<file path="config.mk">
export PLATFORM = sky130hd
export DESIGN_NAME = par_prog_frontend
export DESIGN_NICKNAME = d
export VERILOG_FILES = /design/src/rtl/ppf_pkg.sv /design/src/rtl/ppf_strobe_sync.sv /design/src/rtl/ppf_clk_detect.sv /design/src/rtl/ppf_cmd_decode.sv /design/src/rtl/par_prog_frontend.sv
export SDC_FILE = /design/constraint.sdc
export NUM_CORES = 1
export LEC_CHECK = 0
export BUFFER_PORTS_ARGS = -buffer_cell sky130_fd_sc_hd__buf_2
export CAP_MARGIN = 20
export CELL_PAD_IN_SITES_DETAIL_PLACEMENT = 0
export CELL_PAD_IN_SITES_GLOBAL_PLACEMENT = 1
export CORE_MARGIN = 2
export CORE_UTILIZATION = 47
export DETAILED_ROUTE_END_ITERATION = 8
export PLACE_DENSITY = 0.86
export SLEW_MARGIN = 20
export SYNTH_ARGS = -nofsm -noshare
export SYNTH_HDL_FRONTEND = slang
export SYNTH_HIERARCHICAL = 1
export SYNTH_SLANG_ARGS = --single-unit
</file>
<file path="constraint.sdc">
create_clock -name clk_i -period 5.08 [get_ports clk_i]
set_input_delay 0 -clock clk_i [delete_from_list [all_inputs] [get_ports clk_i]]
set_output_delay 0 -clock clk_i [all_outputs]
set_load 0.05 [all_outputs]
</file>
<file path="src/rtl/ppf_pkg.sv">
package ppf_pkg;
  localparam int unsigned WORD_W  = 16;
  localparam int unsigned MODE_W  = 4;
  localparam int unsigned NUM_OPS = 16;

  localparam logic [MODE_W-1:0] MODE_CMD    = 4'b0000;
  localparam logic [MODE_W-1:0] MODE_ADR_LO = 4'b0001;
  localparam logic [MODE_W-1:0] MODE_ADR_HI = 4'b0010;
  localparam logic [MODE_W-1:0] MODE_DATA   = 4'b0101;

  // Request bit indices, ordered by code value
  localparam int unsigned OP_READ      = 0;
  localparam int unsigned OP_WR_PG     = 1;
  localparam int unsigned OP_ERASE_ALL = 2;
  localparam int unsigned OP_LOCK_SET  = 3;
  localparam int unsigned OP_LOCK_GET  = 4;
  localparam int unsigned OP_VERSION   = 5;
  localparam int unsigned OP_WR_MEM    = 6;
  localparam int unsigned OP_WR_PG_LK  = 7;
  localparam int unsigned OP_LOCK_CLR  = 8;
  localparam int unsigned OP_GPB_GET   = 9;
  localparam int unsigned OP_ER_WR     = 10;
  localparam int unsigned OP_GPB_SET   = 11;
  localparam int unsigned OP_SEC_GET   = 12;
  localparam int unsigned OP_ER_WR_LK  = 13;
  localparam int unsigned OP_GPB_CLR   = 14;
  localparam int unsigned OP_SEC_SET   = 15;

  typedef enum logic [2:0] {
    ST_POR,
    ST_DET,
    ST_READY,
    ST_HOLD,
    ST_BUSY
  } fe_state_e;
endpackage

</file>
<file path="src/rtl/ppf_strobe_sync.sv">
module ppf_strobe_sync #(
  parameter int unsigned STAGES = 2
) (
  input  logic clk_i,
  input  logic rst_ni,
  input  logic async_i,
  output logic rise_o
);
  logic [STAGES-1:0] sh_q;
  logic              last_q;

  always_ff @(posedge clk_i or negedge rst_ni) begin
    if (!rst_ni) begin
      sh_q   <= '0;
      last_q <= 1'b0;
    end else begin
      sh_q   <= {sh_q[STAGES-2:0], async_i};
      last_q <= sh_q[STAGES-1];
    end
  end

  assign rise_o = sh_q[STAGES-1] & ~last_q;

  assert_single_rise_R9: assert property (@(posedge clk_i) disable iff (!rst_ni)
    rise_o |=> !rise_o);
endmodule

</file>
<file path="src/rtl/ppf_clk_detect.sv">
module ppf_clk_detect #(
  parameter int unsigned WINDOW = 64,
  parameter int unsigned THRESH = 8
) (
  input  logic clk_i,
  input  logic rst_ni,
  input  logic ext_clk_i,
  input  logic start_i,
  output logic done_o,
  output logic ext_sel_o
);
  localparam int unsigned WIN_W = $clog2(WINDOW + 1);
  localparam int unsigned CNT_W = $clog2(THRESH + 1);

  logic             ext_edge;
  logic             active_q;
  logic [WIN_W-1:0] win_q;
  logic [CNT_W-1:0] cnt_q;
  logic             cnt_full;

  ppf_strobe_sync #(.STAGES(2)) u_ext_sync (
    .clk_i  (clk_i),
    .rst_ni (rst_ni),
    .async_i(ext_clk_i),
    .rise_o (ext_edge)
  );

  assign cnt_full = (cnt_q >= CNT_W'(THRESH));

  always_ff @(posedge clk_i or negedge rst_ni) begin
    if (!rst_ni) begin
      active_q  <= 1'b0;
      win_q     <= '0;
      cnt_q     <= '0;
      done_o    <= 1'b0;
      ext_sel_o <= 1'b0;
    end else if (active_q) begin
      win_q <= win_q + 1'b1;
      if (ext_edge && !cnt_full) cnt_q <= cnt_q + 1'b1;
      if (win_q == WIN_W'(WINDOW - 1)) begin
        active_q  <= 1'b0;
        done_o    <= 1'b1;
        ext_sel_o <= cnt_full || (ext_edge && cnt_q == CNT_W'(THRESH - 1));
      end
    end else if (start_i && !done_o) begin
      active_q <= 1'b1;
      win_q    <= '0;
      cnt_q    <= '0;
    end
  end

  assert_decision_final_R2: assert property (@(posedge clk_i) disable iff (!rst_ni)
    done_o |=> done_o && $stable(ext_sel_o));
  assert_no_count_idle_R2: assert property (@(posedge clk_i) disable iff (!rst_ni)
    !active_q |=> $stable(cnt_q) || active_q);
endmodule

</file>
<file path="src/rtl/ppf_cmd_decode.sv">
module ppf_cmd_decode
  import ppf_pkg::*;
(
  input  logic [WORD_W-1:0]  code_i,
  output logic [NUM_OPS-1:0] op_o,
  output logic               valid_o
);
  always_comb begin
    op_o = '0;
    unique case (code_i)
      16'h0011: op_o[OP_READ]      = 1'b1;
      16'h0012: op_o[OP_WR_PG]     = 1'b1;
      16'h0013: op_o[OP_ERASE_ALL] = 1'b1;
      16'h0014: op_o[OP_LOCK_SET]  = 1'b1;
      16'h0015: op_o[OP_LOCK_GET]  = 1'b1;
      16'h001E: op_o[OP_VERSION]   = 1'b1;
      16'h001F: op_o[OP_WR_MEM]    = 1'b1;
      16'h0022: op_o[OP_WR_PG_LK]  = 1'b1;
      16'h0024: op_o[OP_LOCK_CLR]  = 1'b1;
      16'h0025: op_o[OP_GPB_GET]   = 1'b1;
      16'h0032: op_o[OP_ER_WR]     = 1'b1;
      16'h0034: op_o[OP_GPB_SET]   = 1'b1;
      16'h0035: op_o[OP_SEC_GET]   = 1'b1;
      16'h0042: op_o[OP_ER_WR_LK]  = 1'b1;
      16'h0044: op_o[OP_GPB_CLR]   = 1'b1;
      16'h0054: op_o[OP_SEC_SET]   = 1'b1;
      default:  op_o = '0;
    endcase
  end

  assign valid_o = |op_o;

  always_comb begin
    assert_decode_onehot_R3: assert ($onehot0(op_o));
  end
endmodule

</file>
<file path="src/rtl/par_prog_frontend.sv">
module par_prog_frontend
  import ppf_pkg::*;
#(
  parameter int unsigned POR_CYCLES = 1024,
  parameter int unsigned DET_WINDOW = 256,
  parameter int unsigned EXT_THRESH = 16
) (
  input  logic                 clk_i,
  input  logic                 rst_ni,
  input  logic                 ext_clk_i,
  input  logic                 strobe_i,
  input  logic [MODE_W-1:0]    mode_i,
  input  logic [WORD_W-1:0]    data_i,
  input  logic                 op_done_i,
  output logic                 ready_o,
  output logic                 use_ext_clk_o,
  output logic [2*WORD_W-1:0]  addr_o,
  output logic [WORD_W-1:0]    wdata_o,
  output logic [NUM_OPS-1:0]   op_req_o,
  output logic                 cmd_err_o
);
  localparam int unsigned POR_W = $clog2(POR_CYCLES + 1);

  fe_state_e          state_q;
  logic [POR_W-1:0]   por_q;
  logic               stb_rise;
  logic               det_done;
  logic [NUM_OPS-1:0] dec_op;
  logic               dec_valid;
  logic               capture;

  ppf_strobe_sync #(.STAGES(2)) u_stb_sync (
    .clk_i  (clk_i),
    .rst_ni (rst_ni),
    .async_i(strobe_i),
    .rise_o (stb_rise)
  );

  ppf_clk_detect #(.WINDOW(DET_WINDOW), .THRESH(EXT_THRESH)) u_clk_det (
    .clk_i    (clk_i),
    .rst_ni   (rst_ni),
    .ext_clk_i(ext_clk_i),
    .start_i  (state_q == ST_DET),
    .done_o   (det_done),
    .ext_sel_o(use_ext_clk_o)
  );

  ppf_cmd_decode u_dec (
    .code_i (data_i),
    .op_o   (dec_op),
    .valid_o(dec_valid)
  );

  assign capture = (state_q == ST_READY) && stb_rise;
  assign ready_o = (state_q == ST_READY);

  always_ff @(posedge clk_i or negedge rst_ni) begin
    if (!rst_ni) begin
      state_q   <= ST_POR;
      por_q     <= '0;
      addr_o    <= '0;
      wdata_o   <= '0;
      op_req_o  <= '0;
      cmd_err_o <= 1'b0;
    end else begin
      op_req_o <= '0;
      unique case (state_q)
        ST_POR: begin
          por_q <= por_q + 1'b1;
          if (por_q == POR_W'(POR_CYCLES - 1)) state_q <= ST_DET;
        end
        ST_DET: if (det_done) state_q <= ST_READY;
        ST_READY: if (capture) begin
          unique case (mode_i)
            MODE_CMD: begin
              if (dec_valid) begin
                op_req_o <= dec_op;
                state_q  <= ST_BUSY;
              end else begin
                cmd_err_o <= 1'b1;
                state_q   <= ST_HOLD;
              end
            end
            MODE_ADR_LO: begin
              addr_o[WORD_W-1:0] <= data_i;
              state_q            <= ST_HOLD;
            end
            MODE_ADR_HI: begin
              addr_o[2*WORD_W-1:WORD_W] <= data_i;
              state_q                   <= ST_HOLD;
            end
            MODE_DATA: begin
              wdata_o <= data_i;
              state_q <= ST_HOLD;
            end
            default: ;
          endcase
        end
        ST_HOLD: state_q <= ST_READY;
        ST_BUSY: if (op_done_i) state_q <= ST_READY;
        default: state_q <= ST_POR;
      endcase
    end
  end

  assert_req_onehot_R3: assert property (@(posedge clk_i) disable iff (!rst_ni)
    $onehot0(op_req_o));
  assert_req_pulse_R4: assert property (@(posedge clk_i) disable iff (!rst_ni)
    (op_req_o != '0) |=> (op_req_o == '0));
  assert_req_not_ready_R4: assert property (@(posedge clk_i) disable iff (!rst_ni)
    (op_req_o != '0) |-> !ready_o);
  assert_err_sticky_R5: assert property (@(posedge clk_i) disable iff (!rst_ni)
    cmd_err_o |=> cmd_err_o);
  assert_err_from_ready_R5: assert property (@(posedge clk_i) disable iff (!rst_ni)
    $rose(cmd_err_o) |-> $past(ready_o));
  assert_wdata_gated_R10: assert property (@(posedge clk_i) disable iff (!rst_ni)
    !$stable(wdata_o) |-> $past(ready_o));
  assert_addr_gated_R10: assert property (@(posedge clk_i) disable iff (!rst_ni)
    !$stable(addr_o) |-> $past(ready_o));
  assert_clk_fixed_R2: assert property (@(posedge clk_i) disable iff (!rst_ni)
    ready_o |=> $stable(use_ext_clk_o));
  assert_ready_after_det_R1: assert property (@(posedge clk_i) disable iff (!rst_ni)
    ready_o |-> det_done);
endmodule

</file>
==> results of run 1 <==
## power by group through the flow
stage	logic [mW]	clock network [mW]	registers (mW)
global route	0.0724	0.549	0.816
floorplan	0.0139	0	0.831
global placement	0.0563	0	0.831
finish	0.0651	0.503	0.815
CTS	0.0663	0.517	0.815
detailed placement	0.0579	0	0.831
## cell type report
class	count	share of cell area [%]
Clock buffer	9	2.286
Clock inverter	7	1.339
Inverter	11	0.7619
Multi-Input combinational cell	231	34.36
Sequential cell	102	47.10
Tap cell	129	2.979
Timing Repair Buffer	106	11.18
## flip-flops by register name, summed over array words and instances, names as in the netlist
signal / flops
u_clk_det/u_ext_sync/sh_q: 2
wdata_o: 16
u_clk_det/done_o: 1
u_clk_det/active_q: 1
u_clk_det/ext_sel_o: 1
op_req_o: 16
u_clk_det/cnt_q: 5
u_clk_det/win_q: 9
addr_o: 32
state_q: 3
cmd_err_o: 1
u_stb_sync/sh_q: 2
u_clk_det/u_ext_sync/last_q: 1
u_stb_sync/last_q: 1
por_q: 11
## layout by cell type (no fill, tap or decap), drive strengths merged, types with 2 or more instances in the layout
cell type,instances
nor2b,2
dfrtp,102
nor3,11
or4,3
o2bb2ai,3
o31ai,4
dlygate4sd3,14
mux2,50
a22o,2
clkbuf,9
nor3b,6
nor4,5
nand4,8
xor2,4
a21oi,7
buf,92
nand3,12
nor2,17
or3b,4
inv,15
or3,5
xnor2,8
clkinv,2
a211oi,2
nand2,17
nand2b,5
o21ai,6
o211ai,3
ha,6
or4b,2
and3,5
o22ai,2
and2,15
## what timing repair did
action / 4_1_cts / 5_1_grt
endpoints found under the hold margin: 49 / 0
buffers inserted: 0 / 0
hold buffers: 14 / 0
setup endpoints to repair: 0 / 0
## final timing paths
kind | startpoint | end | slack (ps) | cells past startpoint
max in group asynchronous | rst_ni | op_req_o[15]$_DFF_PN0_ | 3750 | 3
max reg2reg | state_q[1]$_DFFE_PN0P_ | addr_o[2]$_DFFE_PN0P_ | 2690 | 4
max | state_q[1]$_DFFE_PN0P_ | addr_o[2]$_DFFE_PN0P_ | 2690 | 4
min reg2reg | u_clk_det/u_ext_sync/sh_q[0]$_DFF_PN0_ | u_clk_det/u_ext_sync/sh_q[1]$_DFF_PN0_ | 360 | 0
min | data_i[2] | wdata_o[2]$_DFFE_PN0P_ | 10 | 2
min in group asynchronous | rst_ni | u_clk_det/win_q[0]$_DFFE_PN0P_ | 50 | 2
## metrics by stage
stage | setup slack [ps] | std cells | hold slack, ps | area (um^2) | util (%)
after global routing | 2533 | 595 | 24.56 | 5419 | 58.10
after floorplan | 2781 | 354 | -295.6 | 4546 | -
final | 2690 | 595 | 14.93 | 5419 | 58.10
after global placement | 2731 | 565 | -95.01 | 5082 | 54.49
after detailed placement | 2668 | 565 | -90.01 | 5082 | 54.49
after CTS | 2664 | 595 | 5.947 | 5419 | 58.10
## cells by family (layout without fill, tap and decap cells)
logic type | Yosys count | count (layout) | share of synthesized area (%)
AND/OR/NAND/NOR | 125 | 125 | 17.86
multiplexers | 51 | 51 | 13.43
flip-flops | 102 | 102 | 56.15
AO/OA/AOI/OAI | 37 | 37 | 5.698
buffers and inverters | 21 | 133 | 2.890
XOR/XNOR | 12 | 12 | 2.312
adder cells (fa/ha/maj) | 6 | 6 | 1.651
## critical path: cells and delay by family, from the launching register on
kind / cells / cell delay, ps
simple gates: 3 / 1380
flops: 1 / 490
mux: 1 / 420
## routing by layer
metal / global-route usage (%) / vias up
li1: - / 1476
met1: 24.66 / 1557
met2: 30.06 / 64
met3: 3.762 / 15
met4: 6.974 / 0
met5: 0 / -
==> results.toml, run 1 <==
[worst_setup_path]
max_stage_delay_ps = 830
cp_slowest_cell = "nor3b_4"
worst-endpoint-arrival_ps = 2650
cp_max_fo = 16
path_cells = "nor3b_4 -> and3b_4 -> nor3b_4 -> mux2_2"
timing.critical_path.to_type = "flip-flop"
critical_path_required_ps = 5340
timing.critical_path.from_type = "flip-flop"
critPathKind = "reg -> reg"
crit_top_cell = "nor3b_4"

[route]
drc = 0
met3_wl_post_dr_um = 285
avgRoutedWirePerCell_um = 15.58
drt_iter0_markers = 104
detail_route.first_pass.iterations = 4
routedLengthMet1_um = 4197
drt-total-wl_um = 9270
route.met2.wl_um = 4603
top_layer_used = "met4"
avg_vias_per_cell = 5.230
postRouteAntennaNets = 0
route.vias.total = 3112

[global_route]
grt_start_max_net_pins = 82
grt_overflow_total = 0
via_count_of_the_first_global_routing_pass = 3044
grt_use_total_pct = 18.51
grt_antenna_before_repair = 0
grt_first_pass_wirelength_um = 15090

[cts]
clock_tree.htree_level_count = 3
worst_setup_hold_path_clk_slew_ps = 120
clockRootBuffer = "clkbuf_8"
number_of_buffers_added_by_the_clock_tree_synthesis_step = 9
cts_max_path_buffers = 2
tritoncts = "built"
clock_sinks = 102
worstSkewPairLatency_ps = 370
cts_resized = 0

[hold_path]
hold_class = "in -> reg"

[finish]
seqCellArea_um2 = 2552
n_antenna_cell = 0
layout-drive-gt1-share_pct = 38.41
final_net_count = 492
combined_area_of_the_multi_input_logic_cells_um2 = 1862
layout-area-overhead-vs-synth_pct = 19.21
fillerInstances = 809

[synthesis]
synth.largest_area_cell = "dfrtp_1"
synthDistinctLibCells = 63
cell_area_synth_um2 = 4546
syn_nets = 385
synth.ff_latch_count = 102
async_flop_share_pct = 100.0
synth.top_cell.area_share_pct = 56.15
synth_flop_cell = "dfrtp_1"
postSynthCellCount = 354
yosysMostFrequentCell = "dfrtp_1"
synthesis_warnings = 6
syn_area_per_cell_um2 = 12.84
synth-seq-area-share_pct = 56.15
yosys-top-cells-count = "dfrtp_1, mux2_2, nor2_1, nand2_1, and2_1"
synth-edff-count = 0
synth_top_cells_by_area = "dfrtp_1, mux2_2, mux2_4"

[pwr]
reported_leakage_power_nw = 2.754
power_switching_share_pct = 25.49
internal_power_mw = 1.030
post_layout_total_power_mw = 1.383
comb_power_share_pct = 4.7
sequentialPowerShare_pct = 58.9
areal_power_density_over_the_cells_nw_per_um2 = 255.2
worst_vdd_rail_ir_drop_v = 0.0001511
power_frac_clock_pct = 36.3
p_sw_uw = 352.5

[timing]
final_report_setup_violation_count = 0
rsz0062_at_grt = "no"
timing.final.crit_share_pct = 47.05
max_freq_mhz = 418.4
final_max_slew_viol_count = 0
max-slew-margin-rel_pct = 33.09
fin_crit_ps = 2390
fin_setup_tns_ps = 0
worst_pin_slew_ps = 1003
finalHoldViolations = 0
fin_skew_ps = 17.78

[die]
die-width_um = 102.3
dieArea_um2 = 10470
number_of_standard_cell_rows_in_the_floorplan = 35
initial_util_pct = 48.73
num_io_pins = 92
coreArea_um2 = 9328
die_y_um = 102.3

[placed_design]
dp_hpwl_um = 6478
portBuffers = 91
gpl.final_weighted_congestion = 0.8101

[job]
cap_violations = 0

[outcome]
status = "finished clean"
Power figures use the tool's default switching activity.
==> inputs of run 2 (changes only) <==
CORE_UTILIZATION = 44   (was 47)
PLACE_DENSITY = 0.82   (was 0.86)
clock period = 2.2 ns   (was 5.08 ns; I/O delays follow)
==> run 2 against run 1 <==
  * Sequential share of layout area decreased by 2.6 points
  * Global-route usage increased by 0.26 points
  * Cell count increased by 5.2%
  * Critical path depth increased by 6
  * Register-to-register slack got worse by 2400 ps
  * First-iteration DRC count decreased by 0.96%
  * Largest power group unchanged
  * Highest routed layer unchanged
==> results.toml, run 2 (synthesized netlist as in run 1, its figures left out) <==
[cts]
cts_max_path_buffers = 2
tritoncts = "built"
worst_setup_hold_path_clk_slew_ps = 100
worstSkewPairLatency_ps = 370
clock_tree.htree_level_count = 3
clock_sinks = 102
clockRootBuffer = "clkbuf_8"
number_of_buffers_added_by_the_clock_tree_synthesis_step = 9

[timing]
rsz0062_at_grt = "no"
final_max_slew_viol_count = 0
timing.final.crit_share_pct = 95.55
final_report_setup_violation_count = 0
finalHoldViolations = 0
max_freq_mhz = 475.7
worst_pin_slew_ps = 591.4
fin_setup_tns_ps = 0
fin_crit_ps = 2102
max-slew-margin-rel_pct = 60.57
fin_skew_ps = 18.55

[route]
drt_iter0_markers = 103
detail_route.first_pass.iterations = 4
avgRoutedWirePerCell_um = 15.82
drc = 0
route.vias.total = 3192
drt-total-wl_um = 9905
postRouteAntennaNets = 0
avg_vias_per_cell = 5.099

[finish]
layout_commonest_cell = "dfrtp_1"
layout-area-overhead-vs-synth_pct = 26.26
final_cell_area_um2 = 5739
top_regs = "addr_o x32, op_req_o x16, wdata_o x16"
seqCellArea_um2 = 2552
layout-drive-gt1-share_pct = 41.84
max_reg_flops = 32
most-common-layout-cells = "dfrtp_1, buf_2, mux2_2, mux2_4, buf_4"
final_net_count = 516
regMostFlops = "addr_o"
fillerInstances = 899
combined_area_of_the_multi_input_logic_cells_um2 = 1932
layout.core_utilization_pct = 56.35
n_antenna_cell = 0

[worst_setup_path]
path_cells = "dlygate4sd3_1 -> buf_2 -> or4b_4 -> a21oi_2 -> a211oi_1 -> o32ai_1 -> buf_4 -> nand3_2 -> a311oi_2 -> o31ai_2"
max_stage_delay_ps = 550
timing.critical_path.from_type = "input port"
path_buf_inv = 3
critical_path_required_ps = 2430
critPathKind = "in -> reg"
crit_family = "buffers and inverters"
worst-endpoint-arrival_ps = 2330
cp_slowest_cell = "dlygate4sd3_1"
cp_max_fo = 9
timing.critical_path.to_type = "flip-flop"

[global_route]
via_count_of_the_first_global_routing_pass = 3203
grt_start_max_net_pins = 49
grt_antenna_before_repair = 0
grt_overflow_total = 0
grt_first_pass_wirelength_um = 16390
grt_use_total_pct = 18.77

[die]
initial_util_pct = 44.63
dieArea_um2 = 11160
coreArea_um2 = 10180
die_y_um = 105.6
die-width_um = 105.6
num_io_pins = 92
number_of_standard_cell_rows_in_the_floorplan = 37

[hold_path]
hold_class = "in -> reg"

[job]
cap_violations = 0

[placed_design]
dp_hpwl_um = 6913
portBuffers = 91
gpl.final_weighted_congestion = 0.7960
placed_area_um2 = 5236

[pwr]
reported_leakage_power_nw = 2.920
worst_vdd_rail_ir_drop_v = 0.0003558
areal_power_density_over_the_cells_nw_per_um2 = 569.6

[outcome]
status = "finished clean"
[run 2: cell types whose count changed in the layout (fill, tap and decap cells not counted), moves of 2 or more]
cell / delta
buf_4: +16
or4b_4: +2
buf_12: +2
mux2_4: +10
dlymetal6s4s_1: +3
or4b_1: -2
mux2_2: -10
dlygate4sd3_1: +2
buf_6: +2
[run 2: worst register-to-register path, stage by stage, from the launching register on]
cell	delay [ps]
dfrtp_1	430
nor3b_4	270
and3b_4	260
nand3_2	380
mux2_2	440
[run 2: area by class of cell]
type                            count  area share [%]
Clock inverter                      7           1.373
Inverter                           11          0.7194
Clock buffer                        9           2.158
Timing Repair Buffer              130           14.65
Multi-Input combinational cell    231           33.66
Tap cell                          136           2.965
Sequential cell                   102           44.47
[run 2: repair_timing]
item,4_1_cts,5_1_grt
hold endpoints to repair,84,0
gates resized for setup,0,16
setup buffers,0,7
hold buffers,19,0
setup endpoints to repair,0,18
[run 2: power by group]
group / internal [mW] / switching [mW] / leakage (nW)
Combinational: 0.0723 / 0.102 / 1.42
Sequential: 1.88 / 0.00319 / 1.40
Clock: 0.540 / 0.672 / 0.0982
[run 2: stage by stage]
stage | worst slack [ps] | hold slack (ps) | cells | total power [mW]
after floorplan | -99.34 | -295.6 | 354 | 1.951
after global placement | 225.6 | 54.59 | 583 | 2.052
after detailed placement | 205.8 | 56.80 | 583 | 2.055
after CTS | 21.40 | 3.465 | 618 | 3.291
after global routing | 2.062 | 29.43 | 626 | 3.411
final | 97.95 | 23.89 | 626 | 3.269
[run 2: path summary, 6_finish.rpt]
path	start	endpoint	cells after the start	slack (ps)
max reg2reg	state_q[0]$_DFFE_PN0P_	addr_o[26]$_DFFE_PN0P_	4	310
max	data_i[2]	state_q[1]$_DFFE_PN0P_	10	100
min reg2reg	u_clk_det/u_ext_sync/sh_q[0]$_DFF_PN0_	u_clk_det/u_ext_sync/sh_q[1]$_DFF_PN0_	0	350
min in group asynchronous	rst_ni	u_clk_det/win_q[0]$_DFFE_PN0P_	2	180
min	data_i[6]	addr_o[6]$_DFFE_PN0P_	2	20
max in group asynchronous	rst_ni	addr_o[10]$_DFFE_PN0P_	3	1320
[run 2: routing by layer]
metal	vias up	share of wire, %	global-route usage, %
li1	1534	-	-
met1	1579	46	25.79
met2	68	48	29.49
met3	11	3.6	3.401
met4	0	1.7	7.707
met5	-	0	0
